--- config.mk ---
export PLATFORM = sky130hd
export DESIGN_NAME = scan_zloop
export DESIGN_NICKNAME = d
export VERILOG_FILES = /design/src/rtl/scan_zloop_pkg.sv /design/src/rtl/scan_zloop_ctrl.sv /design/src/rtl/scan_zloop_dp.sv /design/src/rtl/scan_zloop.sv
export SDC_FILE = /design/constraint.sdc
export NUM_CORES = 1
export LEC_CHECK = 0
export ABC_AREA = 1
export BUFFER_PORTS_ARGS = -buffer_cell sky130_fd_sc_hd__buf_2
export CAP_MARGIN = 20
export CORE_MARGIN = 2
export CORE_UTILIZATION = 45
export DETAILED_ROUTE_END_ITERATION = 7
export PLACE_DENSITY = 0.73
export SETUP_SLACK_MARGIN = 0.4
export SLEW_MARGIN = 20
export SYNTH_ARGS = -nofsm -noshare
export SYNTH_HDL_FRONTEND = slang
export SYNTH_SLANG_ARGS = --single-unit
--- constraint.sdc ---
create_clock -name clk -period 12.5 [get_ports clk]
set_input_delay 1.875 -clock clk [delete_from_list [all_inputs] [get_ports clk]]
set_output_delay 1.875 -clock clk [all_outputs]
set_load 0.1 [all_outputs]
--- src/rtl/scan_zloop_pkg.sv ---
package scan_zloop_pkg;
  typedef struct packed {
    logic frameStart;
    logic take;
    logic last;
    logic holdZ;
  } zstrobe_t;
endpackage

--- src/rtl/scan_zloop_ctrl.sv ---
module scan_zloop_ctrl
  import scan_zloop_pkg::*;
#(
  parameter int CW      = 8,
  parameter int DWELLW  = 8,
  parameter int SETTLEW = 16
) (
  input  logic               clk,
  input  logic               rst_n,
  input  logic               start,
  input  logic               heightMode,
  input  logic               sampleValid,
  input  logic [CW-1:0]      gridX,
  input  logic [CW-1:0]      gridY,
  input  logic [DWELLW-1:0]  dwell,
  input  logic [SETTLEW-1:0] settleCycles,
  output zstrobe_t           st,
  output logic [CW-1:0]      posX,
  output logic [CW-1:0]      posY,
  output logic               recValid,
  output logic [CW-1:0]      recX,
  output logic [CW-1:0]      recY,
  output logic               frameDone,
  output logic               busy
);
  typedef enum logic [1:0] {S_IDLE, S_SETTLE, S_DWELL} state_t;

  state_t             state;
  logic               modeQ;
  logic [CW-1:0]      gxQ, gyQ;
  logic [DWELLW-1:0]  dwQ, dcnt;
  logic [SETTLEW-1:0] settleQ, cnt;

  always_comb begin
    st.frameStart = (state == S_IDLE) && start;
    st.take       = (state == S_DWELL) && sampleValid;
    st.last       = st.take && (dcnt == dwQ - DWELLW'(1));
    st.holdZ      = modeQ;
  end

  assign busy = (state != S_IDLE);

  always_ff @(posedge clk) begin
    if (!rst_n) begin
      state     <= S_IDLE;
      modeQ     <= 1'b0;
      gxQ       <= '0;
      gyQ       <= '0;
      dwQ       <= '0;
      dcnt      <= '0;
      settleQ   <= '0;
      cnt       <= '0;
      posX      <= '0;
      posY      <= '0;
      recValid  <= 1'b0;
      recX      <= '0;
      recY      <= '0;
      frameDone <= 1'b0;
    end else begin
      recValid  <= 1'b0;
      frameDone <= 1'b0;
      unique case (state)
        S_IDLE: if (start) begin
          modeQ   <= heightMode;
          gxQ     <= gridX;
          gyQ     <= gridY;
          dwQ     <= dwell;
          settleQ <= settleCycles;
          cnt     <= settleCycles;
          dcnt    <= '0;
          posX    <= '0;
          posY    <= '0;
          state   <= heightMode ? S_SETTLE : S_DWELL;
        end
        S_SETTLE: begin
          if (cnt == '0) state <= S_DWELL;
          else           cnt   <= cnt - SETTLEW'(1);
        end
        S_DWELL: if (st.take) begin
          if (st.last) begin
            dcnt     <= '0;
            recValid <= 1'b1;
            recX     <= posX;
            recY     <= posY;
            if (posX == gxQ - CW'(1)) begin
              posX <= '0;
              if (posY == gyQ - CW'(1)) begin
                frameDone <= 1'b1;
                state     <= S_IDLE;
              end else begin
                posY <= posY + CW'(1);
                if (modeQ) begin
                  cnt   <= settleQ;
                  state <= S_SETTLE;
                end
              end
            end else begin
              posX <= posX + CW'(1);
            end
          end else begin
            dcnt <= dcnt + DWELLW'(1);
          end
        end
        default: state <= S_IDLE;
      endcase
    end
  end

  // the final record leaves the block idle in the same cycle
  p_done_idle_r9: assert property (@(posedge clk) disable iff (!rst_n)
    frameDone |-> (!busy && recValid));

  // the position stays inside the captured grid while scanning
  p_pos_range_r2: assert property (@(posedge clk) disable iff (!rst_n)
    (busy && state != S_IDLE) |-> (posX < gxQ && posY < gyQ));

  // a strobe during settling neither records nor moves the probe
  p_settle_r8: assert property (@(posedge clk) disable iff (!rst_n)
    (state == S_SETTLE && sampleValid) |=> (!recValid && $stable(posX) && $stable(posY)));

  // a start while busy does not send the scan back to the origin
  p_restart_r11: assert property (@(posedge clk) disable iff (!rst_n)
    (busy && start && !st.take) |=> ($stable(posX) && $stable(posY)));
endmodule

--- src/rtl/scan_zloop_dp.sv ---
module scan_zloop_dp
  import scan_zloop_pkg::*;
#(
  parameter int DW    = 16,
  parameter int GW    = 8,
  parameter int ZW    = 16,
  parameter int IW    = 20,
  parameter int SHIFT = 4
) (
  input  logic                 clk,
  input  logic                 rst_n,
  input  zstrobe_t             st,
  input  logic signed [DW-1:0] sampleIn,
  input  logic signed [DW-1:0] setpoint,
  input  logic [GW-1:0]        kp,
  input  logic [GW-1:0]        ki,
  input  logic [ZW-1:0]        zMin,
  input  logic [ZW-1:0]        zMax,
  output logic [ZW-1:0]        zOut,
  output logic [ZW-1:0]        recZ,
  output logic signed [DW:0]   recData
);
  localparam int EW  = DW + 1;
  localparam int PW  = EW + GW + 1;
  localparam int WA  = (IW > PW) ? IW : PW;
  localparam int WW  = (WA > ZW ? WA : ZW) + 2;
  localparam logic signed [WW-1:0] IMAX = WW'((64'sd1 <<< (IW-1)) - 64'sd1);
  localparam logic signed [WW-1:0] IMIN = WW'(-(64'sd1 <<< (IW-1)));

  logic signed [DW-1:0] spQ;
  logic signed [IW-1:0] integ;
  logic signed [EW-1:0] err, sampleExt;
  logic signed [WW-1:0] errW, kpW, kiW, iSum, iNext, zRaw, zMinW, zMaxW;
  logic [ZW-1:0]        zNext;

  always_comb begin
    sampleExt = {sampleIn[DW-1], sampleIn};
    err       = {spQ[DW-1], spQ} - sampleExt;
    errW      = WW'(err);
    kpW       = $signed(WW'({1'b0, kp}));
    kiW       = $signed(WW'({1'b0, ki}));
    iSum      = WW'(integ) + errW * kiW;
    if (iSum > IMAX)      iNext = IMAX;
    else if (iSum < IMIN) iNext = IMIN;
    else                  iNext = iSum;
    zRaw  = (iNext + errW * kpW) >>> SHIFT;
    zMinW = $signed(WW'({1'b0, zMin}));
    zMaxW = $signed(WW'({1'b0, zMax}));
    if (zRaw < zMinW)      zNext = zMin;
    else if (zRaw > zMaxW) zNext = zMax;
    else                   zNext = zRaw[ZW-1:0];
  end

  always_ff @(posedge clk) begin
    if (!rst_n) begin
      spQ     <= '0;
      integ   <= '0;
      zOut    <= '0;
      recZ    <= '0;
      recData <= '0;
    end else begin
      if (st.frameStart) spQ <= setpoint;
      if (st.take && !st.holdZ) begin
        integ <= iNext[IW-1:0];
        zOut  <= zNext;
      end
      if (st.last) begin
        recZ    <= st.holdZ ? zOut : zNext;
        recData <= st.holdZ ? sampleExt : err;
      end
    end
  end

  // each feedback update lands inside the actuator limits
  p_z_range_r5: assert property (@(posedge clk) disable iff (!rst_n)
    (st.take && !st.holdZ && zMin <= zMax) |=>
      (zOut >= $past(zMin) && zOut <= $past(zMax)));

  // fixed-height samples leave the actuator code untouched
  p_hold_r7: assert property (@(posedge clk) disable iff (!rst_n)
    (st.take && st.holdZ) |=> $stable(zOut));

  // with no accepted sample the actuator code does not move
  p_idle_r12: assert property (@(posedge clk) disable iff (!rst_n)
    !st.take |=> $stable(zOut));
endmodule

--- src/rtl/scan_zloop.sv ---
module scan_zloop
  import scan_zloop_pkg::*;
#(
  parameter int DW      = 16,
  parameter int GW      = 8,
  parameter int ZW      = 16,
  parameter int IW      = 20,
  parameter int SHIFT   = 4,
  parameter int CW      = 8,
  parameter int DWELLW  = 8,
  parameter int SETTLEW = 16
) (
  input  logic                 clk,
  input  logic                 rst_n,
  input  logic                 start,
  input  logic                 heightMode,
  input  logic signed [DW-1:0] setpoint,
  input  logic [GW-1:0]        kp,
  input  logic [GW-1:0]        ki,
  input  logic [ZW-1:0]        zMin,
  input  logic [ZW-1:0]        zMax,
  input  logic [CW-1:0]        gridX,
  input  logic [CW-1:0]        gridY,
  input  logic [DWELLW-1:0]    dwell,
  input  logic [SETTLEW-1:0]   settleCycles,
  input  logic                 sampleValid,
  input  logic signed [DW-1:0] sampleIn,
  output logic [CW-1:0]        posX,
  output logic [CW-1:0]        posY,
  output logic [ZW-1:0]        zOut,
  output logic                 busy,
  output logic                 recValid,
  output logic [CW-1:0]        recX,
  output logic [CW-1:0]        recY,
  output logic [ZW-1:0]        recZ,
  output logic signed [DW:0]   recData,
  output logic                 frameDone
);
  zstrobe_t st;

  scan_zloop_ctrl #(.CW(CW), .DWELLW(DWELLW), .SETTLEW(SETTLEW)) u_ctrl (
    .clk(clk), .rst_n(rst_n), .start(start), .heightMode(heightMode),
    .sampleValid(sampleValid), .gridX(gridX), .gridY(gridY), .dwell(dwell),
    .settleCycles(settleCycles), .st(st), .posX(posX), .posY(posY),
    .recValid(recValid), .recX(recX), .recY(recY), .frameDone(frameDone),
    .busy(busy)
  );

  scan_zloop_dp #(.DW(DW), .GW(GW), .ZW(ZW), .IW(IW), .SHIFT(SHIFT)) u_dp (
    .clk(clk), .rst_n(rst_n), .st(st), .sampleIn(sampleIn),
    .setpoint(setpoint), .kp(kp), .ki(ki), .zMin(zMin), .zMax(zMax),
    .zOut(zOut), .recZ(recZ), .recData(recData)
  );
endmodule

# == Yosys cells after proc, flatten, opt, wreduce, memory -nomap -nowiden ==
# Index checks and enable logic that the tools add are counted.
# Widths: inputs -> output; s select.
# classes
addsub,10
eq_ne,14
reduce_logical,19
n_div,0
n_bitwise,0
shifts,0
muxes,38
mul,2
n_lt_le_gt_ge,4
# op_table
cell,count
$mux 16,10
$mux 8,10
$mux 28,2
$mul 17x9->26,2
$pmux 16 s3,1
$pmux 8 s2,3
$add 28x26->28,1
$gt 28x20->1 const B,1
$lt 28x20->1 const B,1
$add 20x26->27,1
$add 8x1->8 const B,3
$eq 8x8->1,3
$gt 24x17->1,1
$lt 24x17->1,1
$sub 8x1->8 const B,3
$mux 17,1
$sub 16x16->17,1
$logic_not 16->1,1
$mux 2,8
$sub 16x1->16 const B,1
$reduce_and 6->1,2
$ne 2x2->1 const B,5
$reduce_and 3->1,3
$reduce_and 8->1,1
other kinds (14),21
# word_totals
mem_bits_ro,0
mem_bits_rw,0
mem_count,0
inputBits,125
latchBits,0
regBits,186
out_inout_bits,84
word_cells,106

# == Logic depth before layout (Yosys ltp) ==
# depth
word_depth,11
depth_mapped,76
depth_no_buf,74

# == By module ==
# Synthesis repeated with hierarchy kept, for this count alone.
# hier_totals
cells_unflattened,3235
area_unflattened_um2,23202.3
# by_module_without_submodules
mod,cells_per_inst,area_per_inst_um2,n_inst,seq_area_each_um2
scan_zloop_dp,2387,17644.4,1,1701.6
scan_zloop_ctrl,848,5557.8,1,2021.9

# == Worst setup path before layout ==
# OpenSTA, ideal clock, no wires.
# synth_timing
path_type,input-to-reg
startpoint,input sampleIn[0]
endpoint,register u_dp.zOut[10]
path_buffers,4
slack_ns,-0.709
setup_ns,0.113
arrival_ns,13.096
cell_stages,67
required_time_ns,12.387
cell_sequence,ha_1 -> fa_1 -> o21ai_0 -> a21o_1 -> a21oi_1 -> or2_2 -> nand2_1 -> a21oi_1 -> inv_1 -> nand2_1 -> nand2_1 -> a21oi_1 -> or2_2 -> nand2_1 -> a21oi_1 -> o21ai_0 -> or2_2 -> nand2_1 -> [... 31 more ...] -> o21ai_0 -> a31oi_1 -> xnor2_1 -> ha_1 -> a21oi_1 -> nor2_1 -> a211oi_1 -> o211ai_1 -> nand2_1 -> a22o_1 -> nand4_4 -> buf_2 -> nand3_1 -> nand2_1 -> nand2_2 -> nand3_2 -> o21ai_1 -> inv_1
# synth_via
elab_chain_cells,10
word_cells_on_any_way,13
classes_between,add/sub (3); mul (2); order compare (4); mux (4)
# synth_rtl
element,line,source
start: declaration,scan_zloop.sv:27,"input logic signed [DW-1:0] sampleIn,"
$sub 16x16->17 (*),scan_zloop_dp.sv:38,"err = {spQ[DW-1], spQ} - sampleExt;"
$mul 17x9->26 (*),scan_zloop_dp.sv:42,iSum = WW'(integ) + errW * kiW;
$add 20x26->27 (*),scan_zloop_dp.sv:42,
$lt 28x20->1,scan_zloop_dp.sv:44,else if (iSum < IMIN) iNext = IMIN;
$mux 28,scan_zloop_dp.sv:44,
$mux 28 (*),scan_zloop_dp.sv:43,if (iSum > IMAX) iNext = IMAX;
net u_dp.iNext[12],scan_zloop_dp.sv:33,"logic signed [WW-1:0] errW, kpW, kiW, iSum, iNext, zRaw, zMinW, zMaxW;"
$add 28x26->28 (*),scan_zloop_dp.sv:46,zRaw = (iNext + errW * kpW) >>> SHIFT;
$gt 24x17->1,scan_zloop_dp.sv:50,else if (zRaw > zMaxW) zNext = zMax;
$mux 16,scan_zloop_dp.sv:50,
$mux 16 (*),scan_zloop_dp.sv:49,if (zRaw < zMinW) zNext = zMin;
end signal: assignment,scan_zloop_dp.sv:65,zOut <= zNext;
end: declaration,scan_zloop_dp.sv:19,"output logic [ZW-1:0] zOut,"
# The timed path passes the listed nets; every way through them passes the cells marked *.
# A chain may end at the register's enable or synchronous reset.

# == Worst setup path after layout ==
# layout_timing
startpoint,input sampleIn[2]
endpoint,register u_dp.zOut[4]
# The elaborated chain is that of the path after synthesis.

==> flow_metrics.env <==
export IMPL_cp_arrival_ps=13210
export IMPL_final_hold_viol_count=0
export IMPL_post_synth_top_area_fraction=0.235
export IMPL_critical_path_reg2reg_startpoint="u_dp.spQ[2]$_SDFFE_PN0P_"
export IMPL_count_of_antenna_violating_nets_left_after_detailed_routing=0
export IMPL_design_core_area_sq_um=49900
export IMPL_ys_seq_elements=186
export IMPL_total_vias_in_the_final_route=22600
export IMPL_design_portCount=209
export IMPL_timing_final_crit_share=1.03
export IMPL_die_width_um=228
export IMPL_hpwlAfterDp_mm=55.6
export IMPL_clock_tree_root_cell="sky130_fd_sc_hd__clkbuf_16"
export IMPL_worst_setup_path_end_kind="flop"
export IMPL_grt_antenna_before_repair=2
export IMPL_drv_slew=0
export IMPL_die_area_sq_um=52000
export IMPL_totalNegativeSetupSlack_ps=-9060
export IMPL_violations_in_the_final_reports="negative setup slack"
export IMPL_yosysSeqAreaShare=0.165
export IMPL_ys_warnings_count=0
export IMPL_grt_usage=0.270
export IMPL_finalWeightedCongestion=0.975
export IMPL_final_fill_count=4492
export IMPL_clk_pin_slew_worst_paths_ps=80
export IMPL_nNetsFinal=4209
export IMPL_cp_required_ps=12850
export IMPL_h_tree_depth=4
export IMPL_dp_worst_setup_slack_ps=-998
export IMPL_first_global_vias=22000
export IMPL_syn_nets=3735
export IMPL_run_status="finished with violations"
export IMPL_count_of_input_and_output_buffers=208
export IMPL_drt_pre_antenna_iters=8
export IMPL_synth_edf_count=0
export IMPL_highest_clock_rate_mhz=77.8
export IMPL_cp_startpoint="sampleIn[2]"
export IMPL_syn_area_per_cell_sq_um=7.14
export IMPL_synth_top_flop_cell="sky130_fd_sc_hd__dfxtp_1"
export IMPL_synth_top_cells_by_area="sky130_fd_sc_hd__fa_1 (23%), sky130_fd_sc_hd__dfxtp_1 (16%), sky130_fd_sc_hd__inv_1 (11%)"
export IMPL_clock_path_buffers=2
export IMPL_drt_first_iter_violations=2244
export IMPL_synth_async_sr_flop_share=0
export IMPL_timing_critical_path_mode_cell="sky130_fd_sc_hd__nand2_1"
export IMPL_timing_critical_path_from_type="input port"
export IMPL_clock_tree_sinks=186
export IMPL_synth_most_common_cell="sky130_fd_sc_hd__inv_1"
export IMPL_die_height_um=228
export IMPL_post_layout_min_period_ps=12860
export IMPL_finalClockSkew_ps=17.1
export IMPL_number_of_distinct_library_cells_after_synthesis=61
export IMPL_grt_setup_unrepaired="yes"
export IMPL_holdCritStartpoint="u_dp.recZ[3]$_SDFFE_PN0P_"
export IMPL_std_cell_rows=82
export IMPL_final_setup_viol_count=32
export IMPL_final_hold_worst_slack_ps=463
export IMPL_cp_slowest_cell="sky130_fd_sc_hd__fa_2"
export IMPL_timing_worst_setup_path_type="in2reg"
export IMPL_post_route_cells_drive_above_1_share=0.251
export IMPL_drt_total_wl_mm=71.2
export IMPL_timing_slew_headroom=0.309
export IMPL_drc=0
export IMPL_grt_pass1_wl_mm=114
export IMPL_netlist_instances=3165
export IMPL_slowest_delay_ps=580
export IMPL_ctsHoldBuffers=0
export IMPL_grt_start_max_net_pins=75
export IMPL_cts_buffers_inserted=17
export IMPL_worst_skew_pair_late_latency_ps=460
export IMPL_worstHoldPathType="reg2reg"
export IMPL_maxCapViolations=0
export IMPL_cp_max_fo=8
export IMPL_globalRoute_totalOverflow=0
export IMPL_effective_utilization_at_floorplan=0.453
export IMPL_cell_type_with_the_largest_total_area_after_synthesis="sky130_fd_sc_hd__fa_1"
export IMPL_synthesis_area_sq_um=22600
export IMPL_setup_slack_ps=-358
export IMPL_post_synth_most_frequent_cells="sky130_fd_sc_hd__inv_1 (647), sky130_fd_sc_hd__nand2_1 (559), sky130_fd_sc_hd__nor2_1 (378)"
export IMPL_post_drt_wl_per_cell_um=16.5
export IMPL_tightestPinTransition_ps=1030
export IMPL_clock_tree_from_tritoncts="yes"
export IMPL_area_growth_pct=28.1
export IMPL_avgViaCountPerCell=5.22
==> worst paths after layout <==
path              slack (ps)                   endpoint  cells past startpoint
hold / removal           460  u_dp.recZ[3]$_SDFFE_PN0P_                      2
hold reg to reg          460  u_dp.recZ[3]$_SDFFE_PN0P_                      2
setup reg to reg         840  u_dp.zOut[4]$_SDFFE_PN0P_                     69
setup / recovery        -360  u_dp.zOut[4]$_SDFFE_PN0P_                     71
==> routing by layer <==
layer	vias to the layer above	GRT usage	share of wire
met3	167	0.0469	0.083
met5	-	0	0
met1	10700	0.371	0.43
met4	0	0.0739	0.027
met2	983	0.438	0.46
li1	10700	-	-
==> critical path, delay by kind of cell <==
kind            cells  cell delay [ps]
buf+inv            11              970
simple gates       29             2990
xor+xnor            2              280
fa+ha+maj          11             4570
compound gates     18             2520
==> area by class of cell <==
cell class,instances,area [sq um],share of cell area
Multi-Input combinational cell,2213,17400,0.602
Clock buffer,17,425,0.0147
Timing Repair Buffer,551,3790,0.131
Sequential cell,186,3720,0.129
Tap cell,672,841,0.0291
Antenna cell,3,7.51,0.000259
Inverter,670,2550,0.0882
Clock inverter,14,159,0.00549
==> cell families (layout without fill, tap and decap cells) <==
family                     Yosys count  after routing  synth area share
DFF                                186            186             0.165
buffers and inverters              767           1252             0.129
other                                0              3                 0
AOI/OAI and AO/OA                  532            532             0.125
and+or+nand+nor                   1149           1150             0.213
adders and majority gates          445            445             0.335
xor gates and xnor gates            86             86            0.0340
==> flip-flops by register name (all words and copies together), names as in the netlist <==
| name | count |
|---|---|
| u_ctrl.cnt | 16 |
| u_ctrl.dcnt | 8 |
| u_ctrl.dwQ | 8 |
| u_ctrl.frameDone | 1 |
| u_ctrl.gxQ | 8 |
| u_ctrl.gyQ | 8 |
| u_ctrl.modeQ | 1 |
| u_ctrl.posX | 8 |
| u_ctrl.posY | 8 |
| u_ctrl.recValid | 1 |
| u_ctrl.recX | 8 |
| u_ctrl.recY | 8 |
| u_ctrl.settleQ | 16 |
| u_ctrl.state | 2 |
| u_dp.integ | 20 |
| u_dp.recData | 17 |
| u_dp.recZ | 16 |
| u_dp.spQ | 16 |
| u_dp.zOut | 16 |
==> what timing repair did <==
action                     in CTS  in global routing
setup endpoints to repair      32                 32
buffers inserted               36                 23
resized for setup             130                127
pin swaps                      85                 91
cloned                          3                  0
==> layout by cell type, fill, tap and decap left out, types with 18 or more instances in the layout <==
cell                        Yosys  layout
sky130_fd_sc_hd__o21ai_1       12      23
sky130_fd_sc_hd__nand2_1      559     484
sky130_fd_sc_hd__nor3_1        30      27
sky130_fd_sc_hd__ha_1         180     152
sky130_fd_sc_hd__fa_1         265     259
sky130_fd_sc_hd__xor2_1        42      36
sky130_fd_sc_hd__xnor2_1       42      39
sky130_fd_sc_hd__ha_4           0      27
sky130_fd_sc_hd__a21oi_1      245     207
sky130_fd_sc_hd__o21ai_0      209     176
sky130_fd_sc_hd__nand3_2       13      24
sky130_fd_sc_hd__dfxtp_1      186     186
sky130_fd_sc_hd__a21oi_2        1      33
sky130_fd_sc_hd__inv_2          2      28
sky130_fd_sc_hd__clkbuf_16      0      18
sky130_fd_sc_hd__nor2_1       378     354
sky130_fd_sc_hd__nand3_1       79      66
sky130_fd_sc_hd__inv_1        647     619
sky130_fd_sc_hd__nor2_2         6      20
sky130_fd_sc_hd__buf_4          1     327
sky130_fd_sc_hd__buf_2          3     205
sky130_fd_sc_hd__nand2_2       15      74
==> through the flow <==
stage	util	instance area, sq um	std cells
6_report	0.580	28900	4326
5_1_grt	0.580	28900	4324
4_1_cts	0.566	28200	4300
3_5_place_dp	0.539	26900	4230
3_3_place_gp	0.539	26900	4230
2_1_floorplan	-	23200	3165
Power is left out: the tool's default activity adds up to more than one toggle a clock period on the data nets, which glitch-free logic cannot reach.
